### config.mk
export PLATFORM = sky130hd
export DESIGN_NAME = dma_burst_master
export DESIGN_NICKNAME = d
export VERILOG_FILES = /design/src/rtl/dma_bm_pkg.sv /design/src/rtl/dma_strobe_sample.sv /design/src/rtl/dma_word_ctr.sv /design/src/rtl/dma_burst_master.sv
export SDC_FILE = /design/constraint.sdc
export NUM_CORES = 1
export LEC_CHECK = 0
export ABC_AREA = 1
export CAP_MARGIN = 20
export CORE_MARGIN = 2
export CORE_UTILIZATION = 45
export CTS_BUF_LIST = sky130_fd_sc_hd__clkbuf_2 sky130_fd_sc_hd__clkbuf_4 sky130_fd_sc_hd__clkbuf_8
export CTS_CLUSTER_SIZE = 10
export DETAILED_ROUTE_END_ITERATION = 7
export PLACE_DENSITY = 0.89
export SYNTH_ARGS = -nofsm -noshare
export SYNTH_HDL_FRONTEND = slang
export SYNTH_SLANG_ARGS = --single-unit
### constraint.sdc
create_clock -name clk -period 2.2 [get_ports clk]
set_clock_uncertainty 0.1 [all_clocks]
set_input_delay 0.44 -clock clk [delete_from_list [all_inputs] [get_ports clk]]
set_output_delay 0.44 -clock clk [all_outputs]
set_load 0.02 [all_outputs]
### src/rtl/dma_bm_pkg.sv
package dma_bm_pkg;

  typedef enum logic [1:0] {
    ST_IDLE,
    ST_WAIT_GNT,
    ST_ADDR,
    ST_DATA
  } dma_state_e;

  // Returns {legal, size_code}; the twelve-word burst takes code 5.
  function automatic logic [3:0] size_code(input int unsigned len, input int unsigned max_len);
    logic [3:0] r;
    case (len)
      1:       r = 4'b1_000;
      2:       r = 4'b1_001;
      4:       r = 4'b1_010;
      8:       r = 4'b1_011;
      16:      r = 4'b1_100;
      12:      r = 4'b1_101;
      default: r = 4'b0_000;
    endcase
    if (len > max_len) r = 4'b0_000;
    return r;
  endfunction

endpackage

### src/rtl/dma_strobe_sample.sv
module dma_strobe_sample #(
  parameter int DATA_W = 32
) (
  input  logic              clk,
  input  logic              rst_n,
  input  logic              early,
  input  logic              in_phase,
  input  logic              rdy_n,
  input  logic              abt_n,
  input  logic [DATA_W-1:0] ad_in,
  output logic              rdy,
  output logic              abt,
  output logic [DATA_W-1:0] data
);
  logic              rdy_q, abt_q;
  logic [DATA_W-1:0] ad_q;

  always_ff @(posedge clk or negedge rst_n) begin
    if (!rst_n) begin
      rdy_q <= 1'b0;
      abt_q <= 1'b0;
      ad_q  <= '0;
    end else begin
      rdy_q <= in_phase & ~rdy_n;
      abt_q <= in_phase & ~abt_n;
      ad_q  <= ad_in;
    end
  end

  // Early mode uses the live pins; normal mode uses last cycle's sample.
  assign rdy  = in_phase & (early ? ~rdy_n : rdy_q);
  assign abt  = in_phase & (early ? ~abt_n : abt_q);
  assign data = early ? ad_in : ad_q;
endmodule

### src/rtl/dma_word_ctr.sv
module dma_word_ctr #(
  parameter int CNT_W = 5
) (
  input  logic             clk,
  input  logic             rst_n,
  input  logic             load,
  input  logic [CNT_W-1:0] load_val,
  input  logic             dec,
  output logic [CNT_W-1:0] remain,
  output logic             last
);
  always_ff @(posedge clk or negedge rst_n) begin
    if (!rst_n)    remain <= '0;
    else if (load) remain <= load_val;
    else if (dec)  remain <= remain - CNT_W'(1);
  end

  assign last = (remain == CNT_W'(1));
endmodule

### src/rtl/dma_burst_master.sv
module dma_burst_master
  import dma_bm_pkg::*;
#(
  parameter int ADDR_W    = 32,
  parameter int DATA_W    = 32,
  parameter int MAX_BURST = 16,
  localparam int LEN_W    = $clog2(MAX_BURST + 1)
) (
  input  logic              clk,
  input  logic              rst_n,
  input  logic              early_mode,
  input  logic              req_valid,
  output logic              req_ready,
  input  logic [ADDR_W-1:0] req_addr,
  input  logic              req_rd,
  input  logic [LEN_W-1:0]  req_len,
  output logic              req_err,
  input  logic              wr_valid,
  output logic              wr_ready,
  input  logic [DATA_W-1:0] wr_data,
  output logic              rd_valid,
  output logic [DATA_W-1:0] rd_data,
  output logic              done,
  output logic              aborted,
  output logic [LEN_W-1:0]  xfer_count,
  output logic              bus_req_n,
  input  logic              bus_gnt_n,
  input  logic              bus_rdy_n,
  input  logic              bus_abort_n,
  output logic              bus_dir,
  output logic [2:0]        bus_size,
  output logic [DATA_W-1:0] bus_ad_out,
  output logic              bus_ad_oe,
  input  logic [DATA_W-1:0] bus_ad_in
);
  dma_state_e        state_q, state_d;
  logic [ADDR_W-1:0] addr_q;
  logic              dir_q;
  logic [LEN_W-1:0]  len_q;
  logic [2:0]        code_q;
  logic [3:0]        chk;
  logic              desc_ok, idle, accept_ok, bad_req;
  logic              in_data, in_addr;
  logic              smp_rdy, smp_abt;
  logic [DATA_W-1:0] smp_data;
  logic              word_move, abort_hit, finish;
  logic [LEN_W-1:0]  remain;
  logic              ctr_last;
  logic              done_q, aborted_q, err_q, rd_valid_q;
  logic [DATA_W-1:0] rd_data_q;
  logic [LEN_W-1:0]  count_q;

  assign chk       = size_code(int'(req_len), MAX_BURST);
  assign desc_ok   = chk[3];
  assign idle      = (state_q == ST_IDLE);
  assign in_addr   = (state_q == ST_ADDR);
  assign in_data   = (state_q == ST_DATA);
  assign accept_ok = req_valid & idle & desc_ok;
  assign bad_req   = req_valid & idle & ~desc_ok;

  dma_strobe_sample #(.DATA_W(DATA_W)) i_sample (
    .clk(clk), .rst_n(rst_n), .early(early_mode), .in_phase(in_data),
    .rdy_n(bus_rdy_n), .abt_n(bus_abort_n), .ad_in(bus_ad_in),
    .rdy(smp_rdy), .abt(smp_abt), .data(smp_data)
  );

  assign abort_hit = smp_abt;
  assign word_move = smp_rdy & ~smp_abt & (dir_q | wr_valid);
  assign finish    = word_move & ctr_last;

  dma_word_ctr #(.CNT_W(LEN_W)) i_ctr (
    .clk(clk), .rst_n(rst_n), .load(accept_ok), .load_val(req_len),
    .dec(word_move), .remain(remain), .last(ctr_last)
  );

  always_comb begin
    state_d = state_q;
    case (state_q)
      ST_IDLE:     if (accept_ok)            state_d = ST_WAIT_GNT;
      ST_WAIT_GNT: if (!bus_gnt_n)           state_d = ST_ADDR;
      ST_ADDR:                               state_d = ST_DATA;
      ST_DATA:     if (abort_hit || finish)  state_d = ST_IDLE;
      default:                               state_d = ST_IDLE;
    endcase
  end

  always_ff @(posedge clk or negedge rst_n) begin
    if (!rst_n) begin
      state_q    <= ST_IDLE;
      addr_q     <= '0;
      dir_q      <= 1'b0;
      len_q      <= '0;
      code_q     <= 3'b000;
      done_q     <= 1'b0;
      aborted_q  <= 1'b0;
      err_q      <= 1'b0;
      rd_valid_q <= 1'b0;
      rd_data_q  <= '0;
      count_q    <= '0;
    end else begin
      state_q    <= state_d;
      done_q     <= finish;
      aborted_q  <= abort_hit;
      err_q      <= bad_req;
      rd_valid_q <= word_move & dir_q;
      if (word_move && dir_q) rd_data_q <= smp_data;
      if (accept_ok) begin
        addr_q <= req_addr;
        dir_q  <= req_rd;
        len_q  <= req_len;
        code_q <= chk[2:0];
      end
      if (finish)         count_q <= len_q;
      else if (abort_hit) count_q <= len_q - remain;
    end
  end

  assign req_ready  = idle;
  assign req_err    = err_q;
  assign wr_ready   = smp_rdy & ~smp_abt & ~dir_q;
  assign rd_valid   = rd_valid_q;
  assign rd_data    = rd_data_q;
  assign done       = done_q;
  assign aborted    = aborted_q;
  assign xfer_count = count_q;
  assign bus_req_n  = ~((state_q == ST_WAIT_GNT) | ((in_addr | in_data) & ~ctr_last));
  assign bus_dir    = dir_q;
  assign bus_size   = code_q;
  assign bus_ad_oe  = in_addr | (in_data & ~dir_q);
  assign bus_ad_out = in_addr ? DATA_W'(addr_q) : ((in_data & ~dir_q) ? wr_data : '0);
endmodule

# == Word level (Yosys, flattened, before mapping) ==
# Cells that the tools add are included.
# totals
reg_bits,123
input_bits,110
word_cells,77
out_inout_bits,81
# classes
n_bitwise,25
addsub,2
mux,15
n_reduce_logical,6
n_lt_le_gt_ge,1
n_eq_ne,13
# ops
operator,n
32-bit two-way mux,3
4-bit one-hot mux with 6 select lines,1
5-bit two-way mux,4
1-bit bitwise AND,14
5-bit by 1-bit == test with 1-bit output (second input constant),2
5-bit by 4-bit == test with 1-bit output (second input constant),2
2-bit one-hot mux with 4 select lines,1
1-bit NOT,7
2-bit two-way mux,3
5-bit by 2-bit == test with 1-bit output (second input constant),1
5-bit by 3-bit == test with 1-bit output (second input constant),1
5-bit == test (second input constant),1
5-bit greater-than comparator (second input constant),1
5-bit by 1-bit subtractor with 5-bit output (second input constant),1
5-bit subtractor,1
2-bit == test (second input constant),2
4-bit two-way mux,1
2-bit inequality test (second input constant),2
1-bit bitwise OR,4
2-bit nonzero test,2
3-bit AND reduction,1
2-bit by 1-bit == test with 1-bit output (second input constant),1
2-bit zero test,1
1-bit two-way mux,2
other kinds (3),3

# == Logic depth before layout (Yosys ltp) ==
# logic_depth
word_depth,10
depth_mapped,12
mapped_depth_nobuf,11

# == Cells and area by module ==
# A second synthesis with hierarchy kept.
# unflattened
cells_unflattened,713
area_unflattened_um2,5723.0
# by_module_without_submodules
module,area_each_um2,cells_each,seq_area_each_um2,instances
dma_burst_master,4001.3,521,2102.0,1
dma_strobe_sample,1407.6,148,850.8,1
dma_word_ctr,314.1,44,125.1,1

# == Worst setup path before layout ==
# OpenSTA, ideal clock, no wires.
# synth_path
path_type,reg2out
start,register state_q[0]
end,output bus_ad_oe
t_required_ns,1.660
path_slack_ns,0.185
stages_incl_launch_ff,7
arrival_ns,1.475
n_path_buf,2
path_cell_list,dfrtp_1 > inv_1 > ha_1 > clkbuf_1 > inv_1 > clkbuf_1 > o21ai_0
# synth_via
elab_chain_len,3
word_cells_on_any_way,4
cone_classes,2 x eq/ne; 2 x bitwise
# synth_lines
item,line,text
from (decl),dma_burst_master.sv:36,"dma_state_e state_q, state_d;"
from (signal assigned),dma_burst_master.sv:101,state_q <= state_d;
2-bit == test,dma_burst_master.sv:57,assign in_data = (state_q == ST_DATA);
1-bit bitwise AND,dma_burst_master.sv:129,assign bus_ad_oe = in_addr | (in_data & ~dir_q);
1-bit bitwise OR (*),dma_burst_master.sv:129,
to (decl),dma_burst_master.sv:33,"output logic bus_ad_oe,"
# Mark *: on every way between the ends. The rest lies on a longest branch, timed or not.

# == Final worst setup path ==
# layout_path
start,register state_q[0]
end,output bus_ad_out[15]
# layout_via
elab_chain_len,4
word_cells_on_any_way,5
cone_classes,2 x eq/ne; 2 x mux; 1 x bitwise
# layout_lines
item,line,text
2-bit == test,dma_burst_master.sv:57,
1-bit bitwise AND,dma_burst_master.sv:130,assign bus_ad_out = in_addr ? DATA_W'(addr_q) : ((in_data & ~dir_q) ? wr_data : '0);
32-bit two-way mux,dma_burst_master.sv:130,
32-bit two-way mux (*),dma_burst_master.sv:130,
to (decl),dma_burst_master.sv:32,"output logic [DATA_W-1:0] bus_ad_out,"
# Marked as above.

==> flow_summary_export.csv <==
group,metric,value,unit
layout,multi_input_area,2350,um^2
synth,synth.ff_latch_count,123,
routing,num_vias,5197,
floorplanning,floorplan.initialDensity,46.2,%
synth,yosysTopAreaCellShare,55.3,%
layout,finalInstanceArea,8720,um^2
timing,max_freq,437,MHz
placement,dpl.hpwl,10.6,mm
synth,synth_warnings,0,
power,powerDensity,1290,nW/um^2
synth,yosys.area.top_type,"dfrtp_1",
synth,synth_area_leaders,"dfrtp_1 55%, nand2_1 19%, nand3_1 4.6%, a31oi_2 3.8%, nor2_1 3.0%",
synth,synth_common_cells,"282 x nand2_1, 123 x dfrtp_1, 51 x nand3_1",
floorplanning,die_h,115,um
power,power.switching,4.30,mW
flow_run,cap_viol_max_count,0,
power,seqPwrFrac,31.8,%
layout,drive_above_1_share,21.5,%
layout,syn_to_final_growth,56.7,%
clocking,clk_pin_slew,0.08,ns
placement,dpl.cell_count,1000,
status,violations,"negative setup slack",
setup_path,cp_max_fo,24,
status,run_status,"complete, but fails checks",
worst_hold_path,whs_path_depth,2,
grt,grt_max_degree,45,
placement,gp_congestion,0.803,
routing,wl_per_cell,14.7,um
floorplanning,num_io_pins,191,
timing,rsz0062_at_grt,"true",
worst_hold_path,min_path_type,"flip-flop to flip-flop",
setup_path,r2r.worst_path.cells,13,
power,p_clk_share,18.7,%
setup_path,worstSetupPathType,"flip-flop to output port",
synth,dominantRegCellSynth,"dfrtp_1",
power,combPwrFrac,49.6,%
clocking,cts_inserted_buffers,17,
power,netSwitchingFraction,38.1,%
routing,routed_wirelength,15.4,mm
routing,final_antenna_net_count,0,
layout,n_antenna_cell,0,
timing,relSlewSlack,59.2,%
synth,synth-edff-count,0,
timing,finalWorstSetupSlack,-0.0889,ns
clocking,clockRootBuffer,"clkbuf_8",
grt,gr-usage-all-layers,23.5,%
synth,ys_seq_area_share,55.3,%
layout,seq_area,3080,um^2
synth,syn_area,5570,um^2
timing,worst_pin_slew,0.612,ns
floorplanning,die-area,13300,um^2
synth,yosysMostFrequentCell,"nand2_1",
layout,final_nets,989,
setup_path,start_kind,"flip-flop",
synth,synthDistinctLibCells,28,
timing,min_period_over_period,104,%
power,power.leakage,4.15,nW
power,ir_worst_vdd,0.000599,V
synth,syn_inst,636,
layout,layout.cells.non_filler,1049,
routing,avgViaCountPerCell,4.95,
clocking,clock_path_buffers,2,
timing,hold_violations,0,
floorplanning,fp.dieW,115,um
power,p_total,11.3,mW
clocking,insertion_delay,0.41,ns
timing,setup_viol,32,
setup_path,required,1.66,ns
power,intPower,6.97,mW
floorplanning,coreArea,12100,um^2
layout,post-route-util,72.3,%
grt,antenna_found_initial,0,
setup_path,end_kind,"output port",
clocking,cts.sinks,123,
grt,grt_pass1_wl,24.5,mm
placement,placed_cell_area,7850,um^2
clocking,cts_tree,"yes",
routing,drt-pass1-iter-count,5,
synth,syn_area_per_cell,8.75,um^2
routing,drt_iter0_drc,381,
grt,grt.overflow.total,0,
synth,synthesis.nets,757,
grt,grt_pass1_vias,5235,
routing,drc_errors,0,
placement,io_buffers,190,
timing,min_period,2.29,ns
synth,synth_async_sr_flop_share,100,%
layout,num-fill-cells,863,
placement,dp_slack,-0.483,ns
clocking,cts-htree-levels,4,
floorplanning,rows,40,
setup_path,cp.arrival,1.75,ns
timing,drv_slew,0,
## cells in the final DEF (no fill, tap or decap), types with 3 or more instances in the layout
cell and instances:
nor2_1 42, buf_12 10, a31oi_1 16, buf_16 3, nand4_1 4, nand3_1 37
clkbuf_8 18, nand2_2 16, buf_6 36, buf_4 43, ha_1 7, inv_2 4
clkinv_4 4, nand3_2 12, inv_1 21, xnor2_1 3, clkdlybuf4s50_1 151, a31oi_2 17
o21ai_0 5, nand3_4 4, bufinv_16 3, nand2_1 268, dfrtp_1 123, inv_6 3
xor2_1 5, nor2_4 3
## final timing paths
check	startpoint	to	slack (ns)
worst max-delay path	state_q[0]	bus_ad_out[15]	-0.09
worst min-delay path	addr_q[26]	addr_q[26]	0.38
worst max register to register	state_q[1]	addr_q[22]	0.12
worst min register to register	addr_q[26]	addr_q[26]	0.38
max in group asynchronous	rst_n	addr_q[3]	0.90
min in group asynchronous	rst_n	rd_data[20]	0.48
## registers in the layout, summed over array words and instances (netlist names)
signal and flops:
aborted 1, len_q 5, bus_size 3, rd_data 32, i_sample.rdy_q 1, i_ctr.remain 5, i_sample.ad_q 32, xfer_count 5
done 1, state_q 2, addr_q 32, req_err 1, bus_dir 1, rd_valid 1, i_sample.abt_q 1
## timing repair
item | in CTS | in global routing
hold buffers | 1 | 0
resized for setup | 199 | 67
buffers inserted | 7 | 6
gates cloned | 4 | 0
pin swaps | 1 | 20
endpoints found under the setup margin | 36 | 62
endpoints found under the hold margin | 38 | 0
## power groups by stage
stage | Sequential (mW) | Clock [mW] | Combinational [mW]
after global placement | 3.58 | 0 | 4.83
after global routing | 3.68 | 2.27 | 6.08
final | 3.58 | 2.10 | 5.59
after detailed placement | 3.60 | 0 | 4.97
after floorplan | 3.99 | 0 | 2.28
after CTS | 3.58 | 2.15 | 5.27
## cell type report
class | count | area share, %
Multi-Input combinational cell | 453 | 26.9
Sequential cell | 123 | 35.3
Clock inverter | 13 | 1.92
Tap cell | 168 | 2.41
Inverter | 27 | 1.25
Clock buffer | 19 | 2.93
Timing Repair Buffer | 246 | 29.3
## logic make-up (layout without fill, tap and decap cells)
| group | after synthesis | after routing | share of synthesized area [%] |
|---|---|---|---|
| compound gates | 44 | 44 | 6.77 |
| xor+xnor | 8 | 8 | 1.26 |
| fa+ha+maj | 11 | 11 | 2.61 |
| buf+inv | 60 | 305 | 5.64 |
| flops | 123 | 123 | 55.3 |
| simple gates | 390 | 390 | 28.4 |
## per-stage QoR
| step | setup TNS, ns | hold slack [ns] |
|---|---|---|
| 2_1_floorplan | 0 | 0.0444 |
| 3_3_place_gp | -3.45 | 0.360 |
| 3_5_place_dp | -8.40 | 0.365 |
| 4_1_cts | -2.22 | 0.360 |
| 5_1_grt | -4.96 | 0.370 |
| 6_report | -1.53 | 0.382 |
## metal layers
metal	global-route usage [%]	part of all wire, %	vias up
met5	0	0	-
met1	29.0	41	2451
met3	6.27	7.7	26
met4	9.08	2.0	0
met2	39.7	49	215
li1	-	-	2505
## critical path, stage by stage (launching register included)
cell     delay, ns
dfrtp_1       0.41
buf_6         0.13
inv_4         0.05
ha_4          0.15
buf_4         0.13
buf_12        0.15
nand2_1       0.08
nand2_1       0.09
buf_4         0.14
(Power assumes the default switching activity.)
